<file path="src/rtl/intc_pkg.sv">
package intc_pkg;

  // Level of a source: sources are split into equal, consecutive groups.
  function automatic int unsigned src_level(input int unsigned idx,
                                            input int unsigned n_src,
                                            input int unsigned n_lvl);
    int unsigned per_lvl;
    per_lvl = (n_src + n_lvl - 1) / n_lvl;
    return idx / per_lvl;
  endfunction

endpackage

</file>
<file path="src/rtl/intc_pf_monitor.sv">
module intc_pf_monitor #(
  parameter int unsigned PF_PERSIST = 8,
  parameter int unsigned RST_HOLD   = 4
) (
  input  logic clk,
  input  logic rst_n,
  input  logic supply_bad,
  input  logic test_force,
  output logic trig,
  output logic sys_reset
);
  localparam int unsigned PW = $clog2(PF_PERSIST + 2);
  localparam int unsigned HW = $clog2(RST_HOLD + 1);

  logic [PW-1:0] persist_q, persist_d;
  logic [HW-1:0] hold_q, hold_d;
  logic          force_q;
  logic          active_q, active_d;
  logic          trip;

  // Trip on the edge where the run of bad samples first exceeds PF_PERSIST.
  assign trip = supply_bad && (persist_q == PW'(PF_PERSIST));
  assign trig = trip | (test_force & ~force_q);

  always_comb begin
    persist_d = persist_q;
    if (!supply_bad)
      persist_d = '0;
    else if (persist_q <= PW'(PF_PERSIST))
      persist_d = persist_q + 1'b1;
  end

  always_comb begin
    active_d = active_q;
    hold_d   = hold_q;
    if (trig) begin
      active_d = 1'b1;
      hold_d   = HW'(RST_HOLD);
    end else if (active_q) begin
      if (supply_bad) begin
        hold_d = HW'(RST_HOLD);
      end else if (hold_q == HW'(1)) begin
        active_d = 1'b0;
        hold_d   = '0;
      end else begin
        hold_d = hold_q - 1'b1;
      end
    end
  end

  always_ff @(posedge clk or negedge rst_n) begin
    if (!rst_n) begin
      persist_q <= '0;
      hold_q    <= '0;
      force_q   <= 1'b0;
      active_q  <= 1'b0;
    end else begin
      persist_q <= persist_d;
      hold_q    <= hold_d;
      force_q   <= test_force;
      active_q  <= active_d;
    end
  end

  assign sys_reset = active_q;

endmodule

</file>
<file path="src/rtl/intc_pending.sv">
module intc_pending #(
  parameter int unsigned NUM_SRC = 12,
  localparam int unsigned SRC_W  = $clog2(NUM_SRC)
) (
  input  logic               clk,
  input  logic               rst_n,
  input  logic [NUM_SRC-1:1] req_in,
  input  logic               set0,
  input  logic               clr_en,
  input  logic [SRC_W-1:0]   clr_idx,
  output logic [NUM_SRC-1:0] pending
);
  logic [NUM_SRC-1:1] req_q;
  logic [NUM_SRC-1:0] pend_q, pend_d, set_vec, clr_vec;

  for (genvar i = 0; i < NUM_SRC; i++) begin : g_bit
    if (i == 0) begin : g_internal
      assign set_vec[i] = set0;
    end else begin : g_external
      assign set_vec[i] = req_in[i] & ~req_q[i];
    end
    assign clr_vec[i] = clr_en && (clr_idx == SRC_W'(i));
    // A fresh edge wins over a clear in the same cycle.
    assign pend_d[i]  = set_vec[i] | (pend_q[i] & ~clr_vec[i]);
  end

  always_ff @(posedge clk or negedge rst_n) begin
    if (!rst_n) begin
      req_q  <= '0;
      pend_q <= '0;
    end else begin
      req_q  <= req_in;
      pend_q <= pend_d;
    end
  end

  assign pending = pend_q;

endmodule

</file>
<file path="src/rtl/intc_arbiter.sv">
module intc_arbiter #(
  parameter int unsigned          NUM_SRC  = 12,
  parameter int unsigned          NUM_LVL  = 4,
  parameter logic [NUM_SRC-1:0]   NMI_MASK = 'b111,
  localparam int unsigned         SRC_W    = $clog2(NUM_SRC),
  localparam int unsigned         LVL_W    = $clog2(NUM_LVL)
) (
  input  logic [NUM_SRC-1:0] pending,
  input  logic               inhibit,
  output logic               grant_vld,
  output logic [SRC_W-1:0]   grant_idx,
  output logic [LVL_W-1:0]   grant_lvl,
  output logic [NUM_SRC-1:0] grant_oh
);
  import intc_pkg::*;

  logic [NUM_SRC-1:0] eligible;

  for (genvar i = 0; i < NUM_SRC; i++) begin : g_elig
    assign eligible[i] = pending[i] & (NMI_MASK[i] | ~inhibit);
  end

  always_comb begin
    grant_idx = '0;
    for (int i = NUM_SRC - 1; i >= 0; i--) begin
      if (eligible[i]) grant_idx = SRC_W'(i);
    end
  end

  assign grant_vld = |eligible;
  assign grant_lvl = LVL_W'(src_level(int'(grant_idx), NUM_SRC, NUM_LVL));

  always_comb begin
    grant_oh = '0;
    if (grant_vld) grant_oh[grant_idx] = 1'b1;
  end

endmodule

</file>
<file path="src/rtl/pri_intc.sv">
module pri_intc #(
  parameter int unsigned        NUM_SRC    = 12,
  parameter int unsigned        NUM_LVL    = 4,
  parameter int unsigned        PF_PERSIST = 8,
  parameter int unsigned        RST_HOLD   = 4,
  parameter int unsigned        ADDR_W     = 16,
  parameter logic [ADDR_W-1:0]  VEC_BASE   = 16'h0100,
  parameter logic [NUM_SRC-1:0] NMI_MASK   = 'b111,
  localparam int unsigned       SRC_W      = $clog2(NUM_SRC),
  localparam int unsigned       LVL_W      = $clog2(NUM_LVL)
) (
  input  logic               clk,
  input  logic               rst_n,
  input  logic [NUM_SRC-1:1] req_in,
  input  logic               inhibit,
  input  logic               ack,
  input  logic               supply_bad,
  input  logic               test_force,
  output logic               irq_req,
  output logic [SRC_W-1:0]   irq_src,
  output logic [LVL_W-1:0]   irq_level,
  output logic [ADDR_W-1:0]  irq_vec,
  output logic               sys_reset
);
  logic [1:0]         rst_sync_q;
  logic               rst_ok_n;
  logic               trig;
  logic               grant_vld;
  logic [SRC_W-1:0]   grant_idx;
  logic [LVL_W-1:0]   grant_lvl;
  logic [NUM_SRC-1:0] grant_oh;
  logic [NUM_SRC-1:0] pend_vec;

  // Asynchronous assertion, synchronous release.
  always_ff @(posedge clk or negedge rst_n) begin
    if (!rst_n) rst_sync_q <= 2'b00;
    else        rst_sync_q <= {rst_sync_q[0], 1'b1};
  end
  assign rst_ok_n = rst_sync_q[1];

  intc_pf_monitor #(
    .PF_PERSIST (PF_PERSIST),
    .RST_HOLD   (RST_HOLD)
  ) u_pf (
    .clk        (clk),
    .rst_n      (rst_ok_n),
    .supply_bad (supply_bad),
    .test_force (test_force),
    .trig       (trig),
    .sys_reset  (sys_reset)
  );

  intc_pending #(
    .NUM_SRC (NUM_SRC)
  ) u_pend (
    .clk     (clk),
    .rst_n   (rst_ok_n),
    .req_in  (req_in),
    .set0    (trig),
    .clr_en  (ack & grant_vld),
    .clr_idx (grant_idx),
    .pending (pend_vec)
  );

  intc_arbiter #(
    .NUM_SRC  (NUM_SRC),
    .NUM_LVL  (NUM_LVL),
    .NMI_MASK (NMI_MASK)
  ) u_arb (
    .pending   (pend_vec),
    .inhibit   (inhibit),
    .grant_vld (grant_vld),
    .grant_idx (grant_idx),
    .grant_lvl (grant_lvl),
    .grant_oh  (grant_oh)
  );

  assign irq_req   = grant_vld;
  assign irq_src   = grant_idx;
  assign irq_level = grant_lvl;
  assign irq_vec   = VEC_BASE + (ADDR_W'(grant_idx) << 1);

endmodule

</file>
<file path="config.mk">
export PLATFORM = sky130hd
export DESIGN_NAME = pri_intc
export DESIGN_NICKNAME = d
export VERILOG_FILES = /design/src/rtl/intc_pkg.sv /design/src/rtl/intc_pf_monitor.sv /design/src/rtl/intc_pending.sv /design/src/rtl/intc_arbiter.sv /design/src/rtl/pri_intc.sv
export SDC_FILE = /design/constraint.sdc
export NUM_CORES = 1
export LEC_CHECK = 0
export ABC_AREA = 0
export CAP_MARGIN = 20
export CORE_UTILIZATION = 55
export DETAILED_ROUTE_END_ITERATION = 7
export DONT_BUFFER_PORTS = 1
export HOLD_SLACK_MARGIN = 0.06
export PLACE_DENSITY = 0.7
export SKIP_LAST_GASP = 1
export SYNTH_ARGS = -nofsm -noshare
export SYNTH_HDL_FRONTEND = slang
export SYNTH_SLANG_ARGS = --single-unit
export TNS_END_PERCENT = 30
</file>
<file path="constraint.sdc">
create_clock -name clk -period 4.6 [get_ports clk]
set_clock_uncertainty 0.15 [all_clocks]
set_input_delay 0.46 -clock clk [delete_from_list [all_inputs] [get_ports clk]]
set_output_delay 0.46 -clock clk [all_outputs]
set_load 0.005 [all_outputs]
</file>
== After elaboration in Yosys (flattened, before gate mapping) ==
Cells that the tools add are included.

* Logic and storage cells: 136
* Input port bits: 17
* Output and inout port bits: 24
* Flip-flop bits (word level): 34

* $add $sub $neg: 3
* Muxes and demuxes: 22
* $lt $le $gt $ge: 1
* Bitwise gates (word level): 72
* Reductions and logical operators: 16
* Equal/unequal tests: 14
* Div/mod/pow operators: 1

{| class="wikitable"
|+ Operator list
! kind !! count
|-
| $mux W4 || 14
|-
| $and A1 B1 Y1 || 34
|-
| $div A4 B2 Y32 const B || 1
|-
| $not A1 Y1 || 25
|-
| $eq A4 B4 Y1 const B || 5
|-
| $eq A4 B3 Y1 const B || 4
|-
| $logic_and A1 B1 Y1 || 13
|-
| $or A1 B1 Y1 || 13
|-
| $mux W3 || 4
|-
| $reduce_or A12 Y1 || 1
|-
| $add A9 B5 Y10 const A || 1
|-
| $eq A4 B2 Y1 const B || 2
|-
| $add A4 B1 Y4 const B || 1
|-
| $eq A4 B1 Y1 const B || 1
|-
| $le A4 B4 Y1 const B || 1
|-
| $logic_not A4 Y1 || 1
|-
| $mux W1 || 4
|-
| $eq A3 B1 Y1 const B || 1
|-
| $sub A3 B1 Y3 const B || 1
|-
| $ne A2 B1 Y1 const B || 1
|-
| $reduce_bool A2 Y1 || 1
|}

== Logic depth before layout (Yosys ltp) ==
Gate-level depths: netlist of run 1.

* Depth in word-level cells: 19
* Depth in mapped cells: 11
* Mapped depth without buffers: 11

== Hierarchy ==
Synthesis of run 1 repeated with hierarchy kept, for this count alone.

* Cell total of the unflattened synthesis: 191
* Area, all modules: 1829.3 um^2

{| class="wikitable"
|+ Modules (own cells, without submodules)
! module !! seq. area each (um^2) !! cells an instance !! area each (um^2) !! times used
|-
| intc_pending || 575.6 || 65 || 794.5 || 1
|-
| intc_pf_monitor || 225.2 || 46 || 481.7 || 1
|-
| intc_arbiter || 0.0 || 59 || 369.1 || 1
|-
| pri_intc || 50.0 || 21 || 183.9 || 1
|}

== Worst setup path after synthesis of run 1 ==
OpenSTA, ideal clock, no wires.

* Path type: register to output
* Start: register u_pend.pend_q[8], in the netlist u_pend.pending[8]
* End: output irq_level[0]
* Cell stages (with the launch flop): 11
* Data arrival time: 2.052 ns
* Slack: 1.938 ns
* Path buffers: 0
* Cells stage by stage: dfrtp_1 -> o31a_1 -> o21a_1 -> inv_2 -> ha_1 -> inv_1 -> ha_1 -> nor3b_1 -> nand4_1 -> a32oi_1 -> o21ai_1

* Cells in the longest elaborated chain, start to end: 11

{| class="wikitable"
|+ RTL lines
! what !! RTL line !! text
|-
| from (decl) || intc_pending.sv:14 || <nowiki>logic [NUM_SRC-1:0] pend_q, pend_d, set_vec, clr_vec;</nowiki>
|-
| from (signal assigned) || intc_pending.sv:33 || <nowiki>pend_q <= pend_d;</nowiki>
|-
| $and A1 B1 Y1 || intc_arbiter.sv:20 || <nowiki>assign eligible[i] = pending[i] & (NMI_MASK[i] | ~inhibit);</nowiki>
|-
| $mux W4 (9 in series) || intc_arbiter.sv:26 || <nowiki>if (eligible[i]) grant_idx = SRC_W'(i);</nowiki>
|-
| named net irq_src[1] || pri_intc.sv:20 || <nowiki>output logic [SRC_W-1:0] irq_src,</nowiki>
|-
| $div A4 B2 Y32 || intc_pkg.sv:9 || <nowiki>return idx / per_lvl;</nowiki>
|-
| to (decl) || pri_intc.sv:21 || <nowiki>output logic [LVL_W-1:0] irq_level,</nowiki>
|}

The timed path passes the listed nets, and every way through them passes these cells.

== Final worst setup path of run 1 ==
* Start: register u_pend.pend_q[0], in the netlist u_pend.pending[0]
* End: output irq_level[0]

* Cells in the longest elaborated chain, start to end: 2

{| class="wikitable"
|+ RTL lines
! what !! RTL line
|-
| $mux W4 || intc_arbiter.sv:26
|-
| named net irq_src[1] || pri_intc.sv:20
|-
| $div A4 B2 Y32 || intc_pkg.sv:9
|}

The timed path passes the listed nets, and every way through them passes these cells.

==> impl_metrics.py, run 1 <==
metrics = {
    "status": {
        "run_status": "finished, violations left",
        "violations": "DRC",
    },
    "finish": {
        "fillerInstances": 241,
        "antenna-diode-count": 0,
        "finalNonFillerCells": 233,
        "final_layout_size_suffix_gt1_share_pct": 7.85,
        "final_core_util_pct": 66.6,
        "finalNetCount": 214,
        "area_growth_syn_to_layout_pct": 10.7,
    },
    "power": {
        "power_switching_mw": 0.163,
        "seq_power_share_pct": 56.7,
        "totalPowerFinal_mw": 0.592,
        "static-leakage-power_nw": 0.840,
        "ir_drop_uv": 202,
        "pwr-share-clk_pct": 28.6,
        "power_switching_share_pct": 27.5,
        "power_density_nw_per_um2": 309,
        "power.internal_mw": 0.429,
        "share_of_total_power_in_combinational_logic_pct": 14.6,
    },
    "placement": {
        "placement.io_buffers": 0,
        "gp_routability_congestion": 0.929,
        "placed_cells_incl_taps": 211,
        "place.detailed.hpwl_um": 2220,
    },
    "global_routing": {
        "globalRouteOverflowTotal": 0,
        "grt_use_met3_pct": 7.37,
        "groute.usage.overall_pct": 20.4,
        "grt_antenna_before_repair": 0,
        "top_usage_layer": "met2",
        "grt_pass1_vias": 1213,
        "met2_usage_pct": 30.9,
        "routing_usage_on_met1_pct": 27.4,
        "grt_max_degree": 22,
        "grt_first_pass_wirelength_um": 5140,
    },
    "logic_synthesis": {
        "synth_sequential_area_ratio_pct": 49.2,
        "synth.largest_area_cell": "sky130_fd_sc_hd__dfrtp_1",
        "netlist_area_sq_um": 1730,
        "yosys.area.top_type_share_pct": 49.2,
        "yosysWarnings": 0,
        "post_synth.cell_area_avg_sq_um": 10.0,
        "synthTopCellsByCount": "34 x sky130_fd_sc_hd__dfrtp_1, 20 x sky130_fd_sc_hd__inv_1, 16 x sky130_fd_sc_hd__buf_4, 13 x sky130_fd_sc_hd__o21ai_1, 11 x sky130_fd_sc_hd__nor2_1",
        "synthTopCellsByArea": "sky130_fd_sc_hd__dfrtp_1 49%, sky130_fd_sc_hd__buf_4 6.9%, sky130_fd_sc_hd__ha_1 5.1%, sky130_fd_sc_hd__inv_1 4.3%, sky130_fd_sc_hd__o21ai_1 3.8%",
        "post-synth-top-count-cell": "sky130_fd_sc_hd__dfrtp_1",
        "total_of_flip_flops_plus_latches_after_synthesis": 34,
        "postSynthCellCount": 173,
        "synth.distinct_cells": 39,
        "synth_edf_count": 0,
        "synth_ff_type": "sky130_fd_sc_hd__dfrtp_1",
        "share_of_async_settable_or_async_resettable_flops_after_synthesis_pct": 100,
    },
    "cts": {
        "worst_skew_pair.late_latency_ps": 320,
        "clock_root_buffer_master": "sky130_fd_sc_hd__clkbuf_4",
        "clkSlewWorstSetupHoldPaths_ps": 100,
        "htreeDepth": 2,
        "clockBufferDepth": 2,
        "cts.repair_timing.setup_buffer_count": 0,
        "numCtsBuffers": 5,
        "tritoncts_num_sinks": 34,
        "cts_tree": "yes",
    },
    "route": {
        "drc": 3,
        "num_vias": 1238,
        "viasPerCell": 5.31,
        "drtIter0Drc": 70,
        "avgRoutedWirePerCell_um": 13.1,
        "detail-route-antenna-nets": 0,
        "drt_pass1_iterations": 6,
        "routed_wl_um": 3060,
    },
    "floorplanning": {
        "floorplan.rows": 19,
        "die-width_um": 58.1,
        "floorplan.core_area_sq_um": 2880,
        "dieArea_sq_um": 3370,
        "start_util_pct": 60.1,
        "chipHeight_um": 58.1,
        "design.portCount": 41,
    },
    "setup_path": {
        "crit-reg2reg-launch": "u_pend.pending[4]$_DFF_PN0_",
        "type_of_the_worst_setup_path": "reg2out",
        "critPathLaunchType": "flop",
        "worst-endpoint-arrival_ps": 2660,
        "wp_data_required_ps": 3990,
        "cpMaxStageDelayCell": "sky130_fd_sc_hd__dfrtp_1",
        "worstSetupStartpoint": "u_pend.pending[0]$_DFF_PN0_",
        "critical_path.endpoint_type": "primary output",
        "crit_top_cell": "sky130_fd_sc_hd__ha_1",
        "cp_max_fo": 9,
        "path_cells": "nor2_1, nand3b_1, o21a_1, inv_2, ha_1, inv_1, ha_1, nor3b_1, nand4_1, a32oi_1, o21ai_1",
        "crit_path_max_incr_delay_ps": 450,
    },
    "timing": {
        "timing.fmax_mhz": 306,
        "slew_headroom_pct": 54.0,
        "setup_total_negative_slack_ps": 0,
        "slew_at_the_pin_with_the_worst_max_slew_slack_ps": 688,
        "timing_hold_violations_final": 0,
        "finalCritPeriodShare_pct": 71.1,
        "timing.final.setup_violations": 0,
        "rsz0062_at_grt": "no",
        "final_period_minus_worst_setup_slack_ps": 3270,
        "slew_viol_final": 0,
    },
    "job": {
        "maxCapViolations": 0,
    },
    "worst_hold_path": {
        "worstHoldPathType": "reg2async",
    },
}
cell usage in the layout (no fill, tap or decap), drive strengths merged, types with 3 or more instances in the layout:
cell type and count:
inv 23, nand4 6, nand2b 3, a21oi 4, nor2 11, nor4 4
dfrtp 34, clkbuf 6, o41ai 3, nor2b 5, o21ai 15, a22o 5
conb 13, ha 7, nand3b 3, dlygate4sd3 14, nand2 8
final timing paths:
path | end | slack (ps) | cells past startpoint
worst max-delay path | irq_level[0] | 1330 | 11
worst min-delay path | u_pend.pending[4]$_DFF_PN0_ | 100 | 1
worst max register to register | u_pend.pending[5]$_DFF_PN0_ | 2510 | 5
worst min register to register | u_pend.pending[4]$_DFF_PN0_ | 100 | 1
max in group asynchronous | u_pend.req_q[2]$_DFF_PN0_ | 3380 | 1
min in group clk | u_pend.pending[4]$_DFF_PN0_ | 100 | 2
area by class of cell:
| cell class | count | area (sq um) | area share (%) |
|---|---|---|---|
| flip-flops and latches | 34 | 851 | 44.4 |
| multi-input cells | 111 | 713 | 37.3 |
| repair buffers | 15 | 148 | 7.71 |
| inverters | 23 | 86.3 | 4.51 |
| well taps | 42 | 52.6 | 2.75 |
| clock buffers | 6 | 51.3 | 2.68 |
| clock inverters | 2 | 12.5 | 0.654 |
per-layer routing:
| metal | up-vias | wire length [um] | share of wire, % |
|---|---|---|---|
| met4 | 0 | 45 | 1.5 |
| met3 | 7 | 207 | 6.8 |
| met1 | 582 | 1440 | 47 |
| met2 | 43 | 1370 | 45 |
| met5 | - | 0 | 0 |
| li1 | 606 | - | - |
kinds of logic (layout without fill, tap and decap cells):
| family | count (synthesis) | after routing | synth area share (%) |
|---|---|---|---|
| compound gates | 41 | 41 | 17.1 |
| buf+inv | 39 | 46 | 11.9 |
| other cells | 2 | 13 | 0.434 |
| xor+xnor | 1 | 1 | 0.507 |
| fa+ha+maj | 7 | 7 | 5.06 |
| simple gates | 48 | 48 | 15.1 |
| flops | 34 | 34 | 49.2 |
| mux | 1 | 1 | 0.579 |
power by group through the flow:
stage          Clock [mW]  Sequential, mW  Combinational, mW
3_3_place_gp            0           0.342             0.0713
5_1_grt             0.191           0.339             0.0990
4_1_cts             0.176           0.336             0.0867
2_1_floorplan           0           0.341             0.0695
3_5_place_dp            0           0.343             0.0754
6_report            0.170           0.336             0.0866
state kept, by name, summed over array words and instances (netlist names):
register	count
u_pend.pending	12
u_pend.req_q	11
u_pf.persist_q	4
u_pf.hold_q	3
rst_sync_q	2
u_pf.force_q	1
u_pf.sys_reset	1
per-stage QoR:
stage | area, sq um | hold WS, ps | setup WS (ps)
2_1_floorplan | 1770 | 14.4 | 1940
4_1_cts | 1910 | 85.8 | 1330
5_1_grt | 1910 | 78.1 | 1130
6_report | 1910 | 96.7 | 1330
3_3_place_gp | 1710 | 14.5 | 1770
3_5_place_dp | 1710 | 14.5 | 1710
critical path: cells and delay by family, from the launching register on:
| kind | cells | cell delay, ps |
|---|---|---|
| DFF | 1 | 450 |
| AOI/OAI and AO/OA | 3 | 530 |
| adders and majority gates | 2 | 480 |
| buffers and inverters | 2 | 240 |
| and+or+nand+nor | 4 | 630 |
what timing repair did:
action / 4_1_cts / 5_1_grt
hold endpoints to repair: 25 / 0
gates resized for setup: 0 / 0
setup endpoints to repair: 0 / 0
hold buffers: 14 / 0
Note: power is estimated with default switching activity, not from simulation.
==> run 2: changes to the inputs <==
--- a/config.mk
+++ b/config.mk
@@ -5,7 +5,7 @@
 export SDC_FILE = /design/constraint.sdc
 export NUM_CORES = 1
 export LEC_CHECK = 0
-export ABC_AREA = 0
+export ABC_AREA = 1
 export CAP_MARGIN = 20
 export CORE_UTILIZATION = 55
 export DETAILED_ROUTE_END_ITERATION = 7
==> constraint.sdc (replaced) <==
create_clock -name clk -period 3.4 [get_ports clk]
set_clock_uncertainty 0.15 [all_clocks]
set_input_delay 0.34 -clock clk [delete_from_list [all_inputs] [get_ports clk]]
set_output_delay 0.34 -clock clk [all_outputs]
set_load 0.005 [all_outputs]
==> impl_metrics.py, run 2 <==
metrics = {
    "cts": {
        "cts_resized": 0,
        "numCtsBuffers": 5,
        "clkSlewWorstSetupHoldPaths_ps": 100,
        "tritoncts_num_sinks": 34,
        "worst_skew_pair.late_latency_ps": 330,
        "clock_root_buffer_master": "sky130_fd_sc_hd__clkbuf_4",
        "cts_tree": "yes",
        "htreeDepth": 2,
        "clockBufferDepth": 2,
        "cts.repair_timing.setup_buffer_count": 0,
        "ctsHoldBuffers": 15,
    },
    "logic_synthesis": {
        "yosys.area.top_type_share_pct": 47.0,
        "synthTopCellsByCount": "45 x sky130_fd_sc_hd__nand2_1, 37 x sky130_fd_sc_hd__inv_1, 34 x sky130_fd_sc_hd__dfrtp_1, 16 x sky130_fd_sc_hd__buf_4, 13 x sky130_fd_sc_hd__nand3_1",
        "synth_sequential_area_ratio_pct": 47.0,
        "post-synth-top-count-cell": "sky130_fd_sc_hd__nand2_1",
        "yosysWarnings": 0,
        "netlist_area_sq_um": 1810,
        "synth.distinct_cells": 29,
        "synth.largest_area_cell": "sky130_fd_sc_hd__dfrtp_1",
        "synth_edf_count": 0,
        "synth_ff_type": "sky130_fd_sc_hd__dfrtp_1",
        "total_of_flip_flops_plus_latches_after_synthesis": 34,
        "synthTopCellsByArea": "sky130_fd_sc_hd__dfrtp_1 47%, sky130_fd_sc_hd__nand2_1 9.3%, sky130_fd_sc_hd__inv_1 7.7%, sky130_fd_sc_hd__buf_4 6.6%, sky130_fd_sc_hd__ha_1 4.8%",
        "post_synth.cell_area_avg_sq_um": 8.38,
        "postSynthCellCount": 216,
        "share_of_async_settable_or_async_resettable_flops_after_synthesis_pct": 100,
    },
    "route": {
        "num_vias": 1359,
        "viasPerCell": 4.89,
        "detail-route-antenna-nets": 0,
        "drtIter0Drc": 81,
        "routed_wl_um": 3100,
        "drt_pass1_iterations": 4,
        "avgRoutedWirePerCell_um": 11.2,
        "drc": 0,
    },
    "finish": {
        "finalNetCount": 257,
        "fillerInstances": 281,
        "final_layout_size_suffix_gt1_share_pct": 12.0,
        "area_growth_syn_to_layout_pct": 11.1,
        "antenna-diode-count": 0,
        "largest_reg_flops": 12,
        "layout.cells.most_common": "sky130_fd_sc_hd__nand2_1",
        "layout.cells.most_common_list": "45 x sky130_fd_sc_hd__nand2_1, 37 x sky130_fd_sc_hd__inv_1, 34 x sky130_fd_sc_hd__dfrtp_1",
    },
    "floorplanning": {
        "die-width_um": 59.4,
        "chipHeight_um": 59.4,
        "dieArea_sq_um": 3530,
        "floorplan.core_area_sq_um": 3080,
        "floorplan.rows": 20,
        "design.portCount": 41,
        "start_util_pct": 58.8,
    },
    "setup_path": {
        "critical_path.endpoint": "irq_level[0]",
        "wp_data_required_ps": 2910,
        "worst-endpoint-arrival_ps": 2460,
        "type_of_the_worst_setup_path": "reg2out",
        "critical_path.endpoint_type": "primary output",
        "worstSetupStartpoint": "u_pend.pending[5]$_DFF_PN0_",
        "r2r_cells": 8,
        "crit-reg2reg-launch": "u_pend.pending[5]$_DFF_PN0_",
        "rrSetupSlack_ps": 1560,
        "cp_max_fo": 10,
        "critPathLaunchType": "flop",
        "timing.rr.end": "u_pend.pending[7]$_DFF_PN0_",
    },
    "timing": {
        "post-route-worst-setup-slack_ps": 445,
        "timing.fmax_mhz": 338,
        "setup_total_negative_slack_ps": 0,
        "timing_hold_violations_final": 0,
        "final_period_minus_worst_setup_slack_ps": 2950,
        "timing.final.setup_violations": 0,
        "finalCritPeriodShare_pct": 86.9,
        "rsz0062_at_grt": "no",
        "slew_viol_final": 0,
    },
    "power": {
        "static-leakage-power_nw": 1.05,
        "power_switching_mw": 0.259,
        "totalPowerFinal_mw": 0.894,
        "seq_power_share_pct": 51.0,
        "pwr-share-clk_pct": 30.0,
        "share_of_total_power_in_combinational_logic_pct": 18.9,
        "power_density_nw_per_um2": 444,
        "ir_drop_uv": 298,
        "power.internal_mw": 0.636,
        "power_switching_share_pct": 28.9,
    },
    "global_routing": {
        "grt_pass1_vias": 1370,
        "grt_antenna_before_repair": 0,
        "groute.usage.overall_pct": 21.5,
        "grt_max_degree": 33,
        "grt_first_pass_wirelength_um": 5530,
        "globalRouteOverflowTotal": 0,
    },
    "worst_hold_path": {
        "worstHoldPathType": "in2reg",
    },
    "job": {
        "maxCapViolations": 0,
    },
    "placement": {
        "gp_routability_congestion": 0.869,
        "place.detailed.hpwl_um": 2370,
        "placement.io_buffers": 0,
        "place_ws_ps": 808,
    },
    "status": {
        "run_status": "finished, final reports clean",
    },
}
## run 2: changes by cell type in the layout (fill, tap and decap cells not counted), moves of 5 or more
cell / before / now
sky130_fd_sc_hd__nand2_1: 8 / 45
sky130_fd_sc_hd__inv_1: 20 / 37
sky130_fd_sc_hd__nand3_1: 1 / 13
sky130_fd_sc_hd__o21ai_0: 2 / 12
sky130_fd_sc_hd__o21ai_1: 13 / 5
sky130_fd_sc_hd__a22o_1: 5 / 0
sky130_fd_sc_hd__nor2b_1: 5 / 0
## run 2: worst min-delay path by stage
stage               slack [ps]                    endpoint  startpoint  cells after the start
finish                      80  u_pf.hold_q[1]$_DFFE_PN0P_  supply_bad                      3
floorplan                 -110     rst_sync_q[0]$_DFF_PN0_       rst_n                      0
global placement          -110     rst_sync_q[1]$_DFF_PN0_       rst_n                      0
global route                90  u_pf.hold_q[1]$_DFFE_PN0P_  supply_bad                      3
detailed placement        -110     rst_sync_q[1]$_DFF_PN0_       rst_n                      0
CTS                         60  u_pf.hold_q[1]$_DFFE_PN0P_  supply_bad                      3
## run 2: power groups by stage
stage	Combinational (mW)	Clock (mW)	Sequential (mW)
detailed placement	0.154	0	0.464
global route	0.200	0.297	0.460
finish	0.169	0.269	0.456
global placement	0.146	0	0.463
CTS	0.170	0.281	0.456
floorplan	0.139	0	0.464
## run 2: cell type report
type | instances | area (sq um) | share of cell area [%]
sequential | 34 | 851 | 42.3
multi-input combinational | 135 | 716 | 35.6
timing repair buffer | 16 | 158 | 7.84
inverter | 41 | 154 | 7.65
clock buffer | 8 | 78.8 | 3.92
tap | 44 | 55.1 | 2.74
## run 2: worst max-delay path, cell delays in order, from the launching register on
cell and delay (ps):
sky130_fd_sc_hd__dfrtp_1 410, sky130_fd_sc_hd__o21ai_2 180, sky130_fd_sc_hd__inv_2 70, sky130_fd_sc_hd__nor2_2 110
sky130_fd_sc_hd__nand2_2 70, sky130_fd_sc_hd__a21oi_4 320, sky130_fd_sc_hd__ha_1 260, sky130_fd_sc_hd__inv_1 60
sky130_fd_sc_hd__ha_1 250, sky130_fd_sc_hd__nor3b_1 180, sky130_fd_sc_hd__nand2_1 80, sky130_fd_sc_hd__nand2_1 60
sky130_fd_sc_hd__nand2_1 70
## run 2: cell families (layout without fill, tap and decap cells)
logic type                 Yosys count  in the layout  share of synthesized area, %
and+or+nand+nor                     86             86                          22.5
buffers and inverters               58             65                          15.8
DFF                                 34             34                          47.0
AOI/OAI and AO/OA                   29             29                          9.54
adders and majority gates            7              7                          4.84
other                                2             13                         0.415
## run 2: per-stage QoR
step           hold WS, ps  std cells  utilization, %  cell area, sq um
2_1_floorplan         -106        227               -              1850
3_3_place_gp          -106        255            57.9              1780
3_5_place_dp          -106        255            57.9              1780
4_1_cts               63.3        278            65.4              2010
5_1_grt               92.2        278            65.4              2010
6_report              82.0        278            65.4              2010
## run 2: routing by layer
layer | wire, um | share of wire (%) | track usage, % | up-vias
met5 | 0 | 0 | 0 | -
met4 | 74 | 2.4 | 10.9 | 0
met3 | 182 | 5.9 | 5.90 | 7
met2 | 1570 | 51 | 38.7 | 39
met1 | 1270 | 41 | 22.8 | 627
li1 | - | - | - | 686
